<file path="config.mk">
export PLATFORM = sky130hd
export DESIGN_NAME = msg_reassembler
export DESIGN_NICKNAME = d
export VERILOG_FILES = /design/src/rtl/msg_rasm_pkg.sv /design/src/rtl/msg_rasm_seq.sv /design/src/rtl/msg_rasm_wr.sv /design/src/rtl/msg_rasm_evt.sv /design/src/rtl/msg_reassembler.sv
export SDC_FILE = /design/constraint.sdc
export NUM_CORES = 1
export LEC_CHECK = 0
export BUFFER_PORTS_ARGS = -buffer_cell sky130_fd_sc_hd__buf_2
export CAP_MARGIN = 0
export CELL_PAD_IN_SITES_DETAIL_PLACEMENT = 2
export CELL_PAD_IN_SITES_GLOBAL_PLACEMENT = 2
export CORE_AREA = 2 2 139 100
export DETAILED_ROUTE_END_ITERATION = 12
export DIE_AREA = 0 0 141 102
export GPL_TIMING_DRIVEN = 0
export PLACE_DENSITY_LB_ADDON = 0.08
export SLEW_MARGIN = 20
export SYNTH_ARGS = -nofsm -noshare
export SYNTH_HDL_FRONTEND = slang
export SYNTH_SLANG_ARGS = --single-unit
</file>
<file path="constraint.sdc">
create_clock -name clk -period 4.1 [get_ports clk]
set_input_delay 0.41 -clock clk [delete_from_list [all_inputs] [get_ports clk]]
set_output_delay 0.41 -clock clk [all_outputs]
set_load 0.01 [all_outputs]
</file>
<file path="src/rtl/msg_rasm_pkg.sv">
package msg_rasm_pkg;

    localparam int unsigned NUM_W    = 8;
    localparam int unsigned BYTE_W   = 8;
    localparam int unsigned MAX_PLD  = 80;
    localparam int unsigned MAX_PKTS = (1 << NUM_W) - 1;
    localparam int unsigned MAX_MSG  = MAX_PLD * MAX_PKTS;
    localparam int unsigned MSG_W    = $clog2(MAX_MSG + 1);
    localparam int unsigned PC_W     = $clog2(MAX_PLD + 1);

    typedef logic [NUM_W-1:0]  pnum_t;
    typedef logic [BYTE_W-1:0] byte_t;
    typedef logic [MSG_W-1:0]  mlen_t;
    typedef logic [PC_W-1:0]   pcnt_t;

    typedef enum logic [2:0] {
        HV_NONE,
        HV_START,
        HV_NEXT,
        HV_ERR_SEQ,
        HV_ERR_TOT
    } hdr_verdict_e;

    typedef struct packed {
        logic  en;
        mlen_t addr;
        byte_t data;
    } wr_beat_t;

    typedef struct packed {
        logic done;
        logic seq;
        logic tot;
        logic ovf;
    } evt_t;

    function automatic hdr_verdict_e judge_header(
        input logic  valid,
        input logic  active,
        input pnum_t num,
        input pnum_t total,
        input pnum_t cur,
        input pnum_t total_r
    );
        logic [NUM_W:0] want;
        want = {1'b0, cur} + (NUM_W+1)'(1);
        if (!valid)
            return HV_NONE;
        if (num == pnum_t'(1))
            return (total == '0) ? HV_ERR_TOT : HV_START;
        if (!active || ({1'b0, num} != want))
            return HV_ERR_SEQ;
        if (total != total_r)
            return HV_ERR_TOT;
        return HV_NEXT;
    endfunction

endpackage

</file>
<file path="src/rtl/msg_rasm_seq.sv">
module msg_rasm_seq
    import msg_rasm_pkg::*;
(
    input  logic         clk,
    input  logic         rst,
    input  logic         hdr_valid,
    input  pnum_t        hdr_total,
    input  pnum_t        hdr_num,
    input  logic         pkt_close,
    input  logic         ovf_abort,
    output hdr_verdict_e verdict,
    output logic         last_pkt
);

    logic  active;
    pnum_t total_r;
    pnum_t cur_r;

    always_comb begin
        verdict  = judge_header(hdr_valid, active, hdr_num, hdr_total, cur_r, total_r);
        last_pkt = (cur_r == total_r);
    end

    always_ff @(posedge clk) begin
        if (rst) begin
            active  <= 1'b0;
            total_r <= '0;
            cur_r   <= '0;
        end else begin
            unique case (verdict)
                HV_START: begin
                    active  <= 1'b1;
                    total_r <= hdr_total;
                    cur_r   <= pnum_t'(1);
                end
                HV_NEXT:    cur_r  <= hdr_num;
                HV_ERR_SEQ: active <= 1'b0;
                HV_ERR_TOT: active <= 1'b0;
                default: begin
                    if (ovf_abort)
                        active <= 1'b0;
                    else if (pkt_close && last_pkt)
                        active <= 1'b0;
                end
            endcase
        end
    end

    // a packet numbered 1 opens a fresh message at position 1
    a_r9_start_opens: assert property (@(posedge clk) disable iff (rst)
        (verdict == HV_START) |=> (active && cur_r == pnum_t'(1)));

    // a sequence fault leaves no message open
    a_r6_seq_closes: assert property (@(posedge clk) disable iff (rst)
        (verdict == HV_ERR_SEQ) |=> !active);

    // a total mismatch leaves no message open
    a_r7_tot_closes: assert property (@(posedge clk) disable iff (rst)
        (verdict == HV_ERR_TOT) |=> !active);

    // an accepted follow-on packet advances the position by exactly one
    a_r3_pos_step: assert property (@(posedge clk) disable iff (rst)
        (verdict == HV_NEXT) |=> (cur_r == $past(cur_r) + pnum_t'(1)));

endmodule

</file>
<file path="src/rtl/msg_rasm_wr.sv">
module msg_rasm_wr
    import msg_rasm_pkg::*;
(
    input  logic         clk,
    input  logic         rst,
    input  hdr_verdict_e verdict,
    input  logic         pld_valid,
    input  byte_t        pld_data,
    input  logic         pkt_end,
    output wr_beat_t     wr,
    output logic         ovf_abort,
    output logic         pkt_close,
    output mlen_t        close_len
);

    logic  in_pkt;
    pcnt_t cnt;
    mlen_t base;
    logic  take;
    logic  full;
    logic  wr_go;
    logic  hdr_idle;

    always_comb begin
        hdr_idle  = (verdict == HV_NONE);
        take      = in_pkt && pld_valid && hdr_idle;
        full      = (cnt == pcnt_t'(MAX_PLD));
        ovf_abort = take && full;
        wr_go     = take && !full;
        pkt_close = in_pkt && pkt_end && hdr_idle && !ovf_abort;
        close_len = base + mlen_t'(cnt) + mlen_t'(wr_go);
    end

    always_ff @(posedge clk) begin
        if (rst) begin
            wr     <= '0;
            in_pkt <= 1'b0;
            cnt    <= '0;
            base   <= '0;
        end else begin
            wr.en   <= wr_go;
            wr.addr <= base + mlen_t'(cnt);
            wr.data <= pld_data;
            unique case (verdict)
                HV_START: begin
                    in_pkt <= 1'b1;
                    cnt    <= '0;
                    base   <= '0;
                end
                HV_NEXT: begin
                    in_pkt <= 1'b1;
                    cnt    <= '0;
                end
                HV_ERR_SEQ: in_pkt <= 1'b0;
                HV_ERR_TOT: in_pkt <= 1'b0;
                default: begin
                    if (wr_go)
                        cnt <= cnt + pcnt_t'(1);
                    if (ovf_abort) begin
                        in_pkt <= 1'b0;
                    end else if (pkt_close) begin
                        in_pkt <= 1'b0;
                        base   <= close_len;
                    end
                end
            endcase
        end
    end

    // the per-packet byte count never passes the payload limit
    a_r8_cnt_bound: assert property (@(posedge clk) disable iff (rst)
        cnt <= pcnt_t'(MAX_PLD));

    // after an overflow no packet stays open
    a_r8_ovf_stops: assert property (@(posedge clk) disable iff (rst)
        ovf_abort |=> !in_pkt);

    // with no packet open and no header, nothing is written next cycle
    a_r10_idle_quiet: assert property (@(posedge clk) disable iff (rst)
        (!in_pkt && hdr_idle) |=> !wr.en);

    // every write lands inside the largest message
    a_r12_addr_range: assert property (@(posedge clk) disable iff (rst)
        wr.en |-> (wr.addr < mlen_t'(MAX_MSG)));

endmodule

</file>
<file path="src/rtl/msg_rasm_evt.sv">
module msg_rasm_evt
    import msg_rasm_pkg::*;
(
    input  logic         clk,
    input  logic         rst,
    input  hdr_verdict_e verdict,
    input  logic         ovf_abort,
    input  logic         pkt_close,
    input  logic         last_pkt,
    input  mlen_t        close_len,
    output evt_t         evt,
    output mlen_t        len
);

    always_ff @(posedge clk) begin
        if (rst) begin
            evt <= '0;
            len <= '0;
        end else begin
            evt.done <= pkt_close && last_pkt;
            evt.seq  <= (verdict == HV_ERR_SEQ);
            evt.tot  <= (verdict == HV_ERR_TOT);
            evt.ovf  <= ovf_abort;
            if (pkt_close && last_pkt)
                len <= close_len;
        end
    end

    // completion and the three faults exclude one another
    a_r11_exclusive: assert property (@(posedge clk) disable iff (rst)
        $onehot0({evt.done, evt.seq, evt.tot, evt.ovf}));

    // a completion is a single-cycle pulse
    a_r11_done_pulse: assert property (@(posedge clk) disable iff (rst)
        evt.done |=> !evt.done);

    // a reported length never exceeds the largest message
    a_r4_len_bound: assert property (@(posedge clk) disable iff (rst)
        evt.done |-> (len <= mlen_t'(MAX_MSG)));

endmodule

</file>
<file path="src/rtl/msg_reassembler.sv">
module msg_reassembler
    import msg_rasm_pkg::*;
(
    input  logic             clk,
    input  logic             rst,
    input  logic             hdr_valid,
    input  logic [NUM_W-1:0] hdr_total,
    input  logic [NUM_W-1:0] hdr_num,
    input  logic             pld_valid,
    input  logic [BYTE_W-1:0] pld_data,
    input  logic             pkt_end,
    output logic             wr_en,
    output logic [MSG_W-1:0] wr_addr,
    output logic [BYTE_W-1:0] wr_data,
    output logic             msg_done,
    output logic [MSG_W-1:0] msg_len,
    output logic             err_seq,
    output logic             err_total,
    output logic             err_ovf
);

    hdr_verdict_e verdict;
    logic         last_pkt;
    logic         pkt_close;
    logic         ovf_abort;
    mlen_t        close_len;
    wr_beat_t     wr;
    evt_t         evt;
    mlen_t        len;

    msg_rasm_seq u_seq (
        .clk       (clk),
        .rst       (rst),
        .hdr_valid (hdr_valid),
        .hdr_total (hdr_total),
        .hdr_num   (hdr_num),
        .pkt_close (pkt_close),
        .ovf_abort (ovf_abort),
        .verdict   (verdict),
        .last_pkt  (last_pkt)
    );

    msg_rasm_wr u_wr (
        .clk       (clk),
        .rst       (rst),
        .verdict   (verdict),
        .pld_valid (pld_valid),
        .pld_data  (pld_data),
        .pkt_end   (pkt_end),
        .wr        (wr),
        .ovf_abort (ovf_abort),
        .pkt_close (pkt_close),
        .close_len (close_len)
    );

    msg_rasm_evt u_evt (
        .clk       (clk),
        .rst       (rst),
        .verdict   (verdict),
        .ovf_abort (ovf_abort),
        .pkt_close (pkt_close),
        .last_pkt  (last_pkt),
        .close_len (close_len),
        .evt       (evt),
        .len       (len)
    );

    always_comb begin
        wr_en     = wr.en;
        wr_addr   = wr.addr;
        wr_data   = wr.data;
        msg_done  = evt.done;
        msg_len   = len;
        err_seq   = evt.seq;
        err_total = evt.tot;
        err_ovf   = evt.ovf;
    end

    // the cycle after reset is quiet
    a_r1_reset_quiet: assert property (@(posedge clk)
        $past(rst) |-> !(wr_en || msg_done || err_seq || err_total || err_ovf));

endmodule

</file>
==> results.toml, run 1 <==
[sta]
final-hold-violation-count = 0
fmax_mhz = 272
relSlewSlack_pct = 44.9
finClkSkew_ns = 0.00662
setup_tns_ns = 0
finalCritPeriodShare_pct = 89.6
setup_violations = 0
rsz0062_at_grt = "false"
worstMarginPinSlew_ns = 0.826
timing.final.max_slew_violations = 0
min_period_ns = 3.67

[floorplan]
start_util_pct = 33.7
core_um2 = 13000
die_w_um = 141
row_count = 35
die-height_um = 102
die-area_um2 = 14400
io-pin-count = 72

[cells_and_area]
final_common_cell = "dfxtp_1"
final_nets = 634
final_cell_mix = "dfxtp_1, buf_2, nand2_1, nor2_1, a21oi_1"
layout-drive-gt1-share_pct = 18.9
syn2layout_area_growth_pct = 19.9
antenna_cells = 0

[place]
port_buffers = 69
globalplace.congestion = 0.859
hpwl_um = 11300

[power_and_ir_drop]
p_leak_nw = 2.15
total_power_mw = 1.75
sequentialPowerShare_pct = 46.5
ir_drop_mv = 0.220
swShare_pct = 22.2
internal_power_mw = 1.36
power_density_nw_per_um2 = 333
power_frac_comb_pct = 3.9
p_sw_mw = 0.389
clkPwrFrac_pct = 49.6

[worst_setup_path]
arrival_ns = 3.91
path_max_fanout = 8
end_kind = "register"
path_cells = "inv_1 > ha_1 > nand4bb_1 > nor3b_1 > nor3_2 > ha_1 > and3_1 > nor3b_1 > nand4_1 > nand2b_1 > xnor2_1 > o21ai_0 > and2_1"
worstSetupPathType = "register to register"
max_stage_delay_ns = 0.56
required_ns = 4.34
startpoint_type = "register"
worst-path-buf-inv = 1
cp_top_family = "simple AND/OR/NAND/NOR gates"
cp_slowest_cell = "nor3_2"

[synthesis]
ys.flop_type = "dfxtp_1"
synth-seq-area-share_pct = 37.9
ys_ff_latch = 83
syn_area_per_cell_um2 = 8.55
syn_nets = 554
ys_warn_count = 0
yosysTopAreaCellShare_pct = 37.9
async_flop_share_pct = 0
yosysUniqueCellTypes = 66
synth_cells = 512
yosys.area.top_type = "dfxtp_1"
yosys-top-cells-area = "dfxtp_1, xor2_1, nand2_1"
synth_edf_count = 0
synth.cell_area_um2 = 4380

[hold_path]
hold_class = "primary input to register"

[drt]
drc = 0
detail-route-antenna-nets = 0
vias_per_cell = 5.28
drt-pass1-iter-count = 4
wirelength_um = 14900
post_drt_wl_per_cell_um = 19.6
first_iter_violations = 101
num_vias = 4028

[cts]
cts_hold_buf = 0
root_buffer = "clkbuf_16"
htree_num_levels = 3
insertion_delay_ns = 0.34
clkTransAtPathRegs_ns = 0.06
cts_sinks = 83
tritoncts = "built"
clock_path_buffers = 2
cts-buffers-inserted = 9

[global_routing]
grt_pass1_vias = 4288
antenna_found_initial = 0
gr-usage-all-layers_pct = 21.5
grt_pass1_wl_um = 23800
grt_max_degree = 14
grt.overflow.total = 0

[status]
status = "completed"

[job]
maxCapViolations = 0
[metrics by stage]
step                      hold slack, ns  setup slack [ns]  instances  cell area [um2]  util, %
final                              0.278             0.428        763             5250     40.4
after global routing               0.287             0.101        763             5250     40.4
after detailed placement           0.458             0.112        747             4930     37.9
after floorplan                    0.432              1.03        512             4380        -
after global placement             0.443             0.108        747             4930     37.9
after CTS                          0.267            0.0673        763             5250     40.3
[cells in the mapped netlist (6+ instances only)]
cell type  count
nor4_1        12
nand3b_1       8
nor2b_1       14
o21ai_0       11
xor2_1        34
a21oi_1       35
nand2_1       61
and3_1         8
inv_1         10
nor3_1         7
dfxtp_1       83
clkbuf_1      16
a211oi_1       6
xnor2_1       23
mux2i_1        6
nor2_1        55
nand3_1       22
buf_2          6
or3_1          7
ha_1          12
[state kept, by name, summed over array words and instances (netlist names)]
register / cells
u_evt.evt: 4
u_seq.active: 1
u_wr.cnt: 7
u_wr.in_pkt: 1
u_wr.base: 15
u_evt.len: 15
u_wr.wr: 24
u_seq.total_r: 8
u_seq.cur_r: 8
[routing by layer]
layer	part of all wire, %	vias up	track usage (%)
li1	-	1948	-
met1	51	1981	30.4
met2	44	83	34.2
met3	3.7	16	3.47
met4	1.1	0	6.00
met5	0	-	0
[layout make-up]
cell class | instances | area (um2)
tap | 166 | 208
clock inverter | 3 | 43.8
fill | 1476 | 7750
sequential | 83 | 1660
clock buffer | 13 | 270
multi-input combinational | 396 | 2590
buffer | 23 | 93.8
timing repair buffer | 69 | 345
inverter | 10 | 37.5
[cells by family (layout without fill, tap and decap cells)]
family | Yosys count | count (layout) | share of synthesized area (%)
simple gates | 231 | 231 | 27.7
compound gates | 88 | 88 | 14.4
flops | 83 | 83 | 37.9
xor+xnor | 58 | 58 | 11.8
buf+inv | 33 | 118 | 3.00
fa+ha+maj | 13 | 13 | 3.89
mux | 6 | 6 | 1.37
[power groups by stage]
stage                     clock network, mW  registers (mW)  logic, mW
after floorplan                           0           0.833     0.0277
after global placement                    0           0.830     0.0668
after detailed placement                  0           0.830     0.0679
after CTS                             0.895           0.812     0.0686
after global routing                  0.922           0.812     0.0749
final                                 0.867           0.812     0.0678
[worst paths after layout]
path / from / endpoint / slack (ns) / cells past startpoint
worst min register to register: u_wr.base[13] / u_wr.base[13] / 0.47 / 2
worst min-delay path: pld_data[3] / u_wr.wr[3] / 0.28 / 2
worst max-delay path: u_wr.cnt[1] / u_evt.len[9] / 0.43 / 13
worst max register to register: u_wr.cnt[1] / u_evt.len[9] / 0.43 / 13
[repair_timing]
| action | 4_1_cts | 5_1_grt |
|---|---|---|
| setup buffers | 0 | 0 |
| resized for setup | 0 | 1 |
| setup endpoints to repair | 0 | 8 |
Power figures use the tool's default switching activity.
==> inputs of run 2 (changes only) <==
--- a/config.mk
+++ b/config.mk
@@ -10,6 +10,7 @@
 export CELL_PAD_IN_SITES_DETAIL_PLACEMENT = 2
 export CELL_PAD_IN_SITES_GLOBAL_PLACEMENT = 2
 export CORE_AREA = 2 2 139 100
+export CTS_BUF_LIST = sky130_fd_sc_hd__clkbuf_16
 export DETAILED_ROUTE_END_ITERATION = 12
 export DIE_AREA = 0 0 141 102
 export GPL_TIMING_DRIVEN = 0
@@ -18,3 +19,4 @@
 export SYNTH_ARGS = -nofsm -noshare
 export SYNTH_HDL_FRONTEND = slang
 export SYNTH_SLANG_ARGS = --single-unit
+export TNS_END_PERCENT = 1
==> results.toml, run 2 (synthesis results as in run 1) <==
[hold_path]
hold_class = "primary input to register"

[power_and_ir_drop]
ir_drop_mv = 0.222
total_power_mw = 1.69
power_density_nw_per_um2 = 323
p_leak_nw = 2.14

[floorplan]
die-area_um2 = 14400
die_w_um = 141
row_count = 35
core_um2 = 13000
io-pin-count = 72
die-height_um = 102
start_util_pct = 33.7

[cells_and_area]
fin_cells = 763
fill_cells = 1475
largestRegisters = "u_wr.wr (24), u_evt.len (15), u_wr.base (15)"
final_common_cell = "dfxtp_1"
top_register = "u_wr.wr"
antenna_cells = 0
final_cell_mix = "dfxtp_1, buf_2, nand2_1, nor2_1, a21oi_1"
final_nets = 634
layout-drive-gt1-share_pct = 18.4
largest_reg_flops = 24
multi_input_area_um2 = 2590
ff_latch_area_um2 = 1660
syn2layout_area_growth_pct = 19.2

[sta]
worstMarginPinSlew_ns = 0.826
finClkSkew_ns = 0.00490
final-hold-violation-count = 0
rsz0062_at_grt = "false"
timing.final.max_slew_violations = 0
setup_tns_ns = 0
finalCritPeriodShare_pct = 88.9
setup_violations = 0
min_period_ns = 3.65
fmax_mhz = 274
relSlewSlack_pct = 44.9

[drt]
post_drt_wl_per_cell_um = 19.5
vias_per_cell = 5.29
drc = 0
num_vias = 4040
wirelength_um = 14900
detail-route-antenna-nets = 0
first_iter_violations = 143
drt-pass1-iter-count = 4

[cts]
clkTransAtPathRegs_ns = 0.06
tritoncts = "built"
insertion_delay_ns = 0.34
htree_num_levels = 3
cts_sinks = 83
cts_hold_buf = 0
post_cts_buffers = 0
cts-buffers-inserted = 9
root_buffer = "clkbuf_16"
clock_path_buffers = 2

[global_routing]
grtUsageMet2_pct = 33.8
grt.overflow.total = 0
grt_max_degree = 14
gr-usage-all-layers_pct = 21.4
met3_usage_pct = 3.47
antenna_found_initial = 0
grt_pass1_vias = 4288
busiest_layer = "met2"
grt_pass1_wl_um = 23700
met1_usage_pct = 30.5

[worst_setup_path]
startpoint_type = "register"
worstSetupPathType = "register to register"
arrival_ns = 3.91
required_ns = 4.37
ff2ff_setup_slack_ns = 0.45
path_max_fanout = 8
end_kind = "register"

[job]
maxCapViolations = 0

[place]
hpwl_um = 11300
port_buffers = 69
place_inst = 747
globalplace.congestion = 0.859

[status]
status = "completed"
## run 2: changes by cell type in the layout (fill, tap and decap cells not counted), sizes merged
cell,previous run,this run
inv,11,12
clkinv,1,4
clkbuf,29,25
## run 2: final cells by class
cell class | count | area share, %
Multi-Input combinational cell | 396 | 49.6
Timing Repair Buffer | 69 | 6.61
Tap cell | 166 | 3.98
Clock inverter | 7 | 1.13
Inverter | 10 | 0.719
Clock buffer | 9 | 4.31
Buffer | 23 | 1.80
Sequential cell | 83 | 31.8
## run 2: critical path: stages (launching register included)
cell       delay [ns]
dfxtp_1          0.48
inv_1            0.08
ha_1             0.20
nand4bb_1        0.10
nor3b_1          0.10
nor3_2           0.56
ha_1             0.30
and3_1           0.22
nor3b_1          0.28
nand4_1          0.37
nand4b_1         0.34
xnor2_1          0.26
nand2_1          0.09
a21oi_1          0.17
## run 2: what timing repair did
| item | in CTS | in global routing |
|---|---|---|
| setup endpoints to repair | 0 | 8 |
| endpoints found under the hold margin | 0 | 0 |
| gates resized for setup | 0 | 1 |
## run 2: layer usage
layer	wire (um)	part of all wire [%]	vias up
li1	-	-	1938
met1	7630	51	1995
met2	6500	44	88
met3	585	3.9	19
met4	194	1.3	0
met5	0	0	-
## run 2: path summary, 6_finish.rpt
path	start	end	cells after the start
max	u_wr.cnt[1]	u_wr.base[13]	13
min	pld_data[3]	u_wr.wr[3]	2
max reg2reg	u_wr.cnt[1]	u_wr.base[13]	13
min reg2reg	u_wr.base[13]	u_wr.base[13]	2
## run 2: per-stage QoR
stage,cell area (um2),utilization [%],hold WS (ns),setup slack (ns)
6_report,5220,40.1,0.276,0.454
5_1_grt,5220,40.1,0.287,0.117
4_1_cts,5220,40.1,0.267,0.0750
3_5_place_dp,4930,37.9,0.458,0.112
3_3_place_gp,4930,37.9,0.443,0.108
2_1_floorplan,4380,-,0.432,1.03
## run 2: where the power goes
part | switching, mW | total (mW) | internal (mW)
Sequential | 0.00107 | 0.812 | 0.811
Clock | 0.344 | 0.809 | 0.465
Combinational | 0.0438 | 0.0677 | 0.0239
==> inputs of run 3 (changes only) <==
--- a/config.mk
+++ b/config.mk
@@ -5,7 +5,7 @@
 export SDC_FILE = /design/constraint.sdc
 export NUM_CORES = 1
 export LEC_CHECK = 0
-export BUFFER_PORTS_ARGS = -buffer_cell sky130_fd_sc_hd__buf_2
+export BUFFER_PORTS_ARGS = -buffer_cell sky130_fd_sc_hd__buf_4
 export CAP_MARGIN = 0
 export CELL_PAD_IN_SITES_DETAIL_PLACEMENT = 2
 export CELL_PAD_IN_SITES_GLOBAL_PLACEMENT = 2
==> results.toml, run 3 (synthesis results as in run 1) <==
[cts]
root_buffer = "clkbuf_16"
tritoncts = "built"
post_cts_buffers = 0
cts-buffers-inserted = 9
htree_num_levels = 3
clock_path_buffers = 2
insertion_delay_ns = 0.34
clkTransAtPathRegs_ns = 0.06
cts_sinks = 83

[sta]
finClkSkew_ns = 0.00759
min_period_ns = 3.78
whs_ns = 0.281
fmax_mhz = 265
relSlewSlack_pct = 45.1
timing.final.max_slew_violations = 0
rsz0062_at_grt = "false"
finalCritPeriodShare_pct = 92.1
worstMarginPinSlew_ns = 0.823
setup_tns_ns = 0
setup_violations = 0
final-hold-violation-count = 0

[global_routing]
grt.overflow.total = 0
grt_pass1_vias = 4211
antenna_found_initial = 0
grt_max_degree = 14
grt_pass1_wl_um = 23800
gr-usage-all-layers_pct = 21.6

[worst_setup_path]
ff2ff_setup_slack_ns = 0.32
arrival_ns = 4.01
worstReg2RegStart = "u_wr.cnt[1]"
worstSetupPathType = "register to register"
startpoint_type = "register"
r2r-end = "u_evt.len[9]"
end_kind = "register"
required_ns = 4.33
path_max_fanout = 8
reg2reg_depth = 13

[hold_path]
holdPathEnd = "u_wr.wr[3]"
min_from = "pld_data[3]"
whs_path_depth = 2
hold_class = "primary input to register"

[cells_and_area]
fill_cells = 1457
syn2layout_area_growth_pct = 23.7
final_nets = 634
final_common_cell = "dfxtp_1"
antenna_cells = 0
final_cell_mix = "dfxtp_1, buf_4, nand2_1, nor2_1, a21oi_1"
largest_reg_flops = 24
top_register = "u_wr.wr"
layout-drive-gt1-share_pct = 18.6
largestRegisters = "u_wr.wr (24), u_evt.len (15), u_wr.base (15)"

[place]
hpwl_um = 11500
globalplace.congestion = 0.862
port_buffers = 69

[floorplan]
row_count = 35
die_w_um = 141
io-pin-count = 72
core_um2 = 13000
die-area_um2 = 14400
die-height_um = 102
start_util_pct = 33.7

[power_and_ir_drop]
sequentialPowerShare_pct = 46.3
clkPwrFrac_pct = 49.3
swShare_pct = 21.9
internal_power_mw = 1.37
p_sw_mw = 0.385
ir_drop_mv = 0.211
total_power_mw = 1.76
power_frac_comb_pct = 4.4
power_density_nw_per_um2 = 324
p_leak_nw = 2.17

[drt]
first_iter_violations = 175
wirelength_um = 15000
num_vias = 4012
drt-pass1-iter-count = 4
post_drt_wl_per_cell_um = 19.7
detail-route-antenna-nets = 0
drc = 0
vias_per_cell = 5.27

[status]
status = "completed"

[job]
maxCapViolations = 0
run 3: cell count changes in the layout (fill, tap and decap cells not counted), sizes merged:
cell,before,now
bufinv,1,2
inv,12,10
run 3: what timing repair did:
action / CTS / global route
setup endpoints to repair: 2 / 0
hold buffers: 0 / 0
resized for setup: 1 / 0
run 3: worst max-delay path by stage:
| stage | start | to | slack, ns | cells after the start |
|---|---|---|---|---|
| final | u_wr.cnt[1] | u_evt.len[9] | 0.32 | 13 |
| after CTS | u_wr.cnt[1] | u_evt.len[9] | 0.36 | 13 |
| after detailed placement | u_wr.cnt[1] | u_evt.len[9] | 0.07 | 13 |
| after global routing | u_wr.cnt[1] | u_evt.len[9] | 0.004 | 13 |
| after global placement | u_wr.cnt[1] | u_evt.len[9] | 0.11 | 13 |
| after floorplan | u_wr.cnt[1] | u_evt.len[9] | 1.03 | 13 |
run 3: critical path, cell delays in order, from the launching register on:
cell and delay [ns]:
dfxtp_1 0.51, inv_1 0.08, ha_1 0.21, nand4bb_1 0.11, nor3b_1 0.10, nor3_2 0.63
ha_1 0.31, and3_1 0.22, nor3b_1 0.29, nand4_1 0.40, nand2b_1 0.31, xnor2_1 0.24
o21ai_0 0.11, and2_1 0.17
run 3: through the flow:
stage | worst slack, ns | cell area (um2) | util (%) | std cells
after floorplan | 1.03 | 4380 | - | 512
after global placement | 0.109 | 5100 | 39.2 | 747
after detailed placement | 0.0659 | 5100 | 39.2 | 747
after CTS | 0.365 | 5420 | 41.6 | 762
after global routing | 0.00393 | 5420 | 41.6 | 762
final | 0.325 | 5420 | 41.6 | 762
run 3: area by class of cell:
cell class,instances,area (um2),share of cell area [%]
Sequential cell,83,1660,30.7
Buffer,23,93.8,1.73
Timing Repair Buffer,69,518,9.56
Clock buffer,9,225,4.16
Clock inverter,6,81.3,1.50
Tap cell,166,208,3.83
Inverter,10,37.5,0.693
Multi-Input combinational cell,396,2590,47.8
run 3: power groups by stage:
stage	clock [mW]	sequential [mW]	combinational [mW]
finish	0.866	0.812	0.0779
global route	0.920	0.812	0.0851
CTS	0.893	0.812	0.0787
detailed placement	0	0.831	0.0781
global placement	0	0.830	0.0764
floorplan	0	0.833	0.0277
run 3: routing by layer:
| layer | global-route usage, % | wire (um) | share of wire [%] |
|---|---|---|---|
| met5 | 0 | 0 | 0 |
| met4 | 3.46 | 85 | 0.57 |
| met3 | 3.80 | 603 | 4.0 |
| met2 | 34.8 | 6780 | 45 |
| met1 | 31.0 | 7530 | 50 |
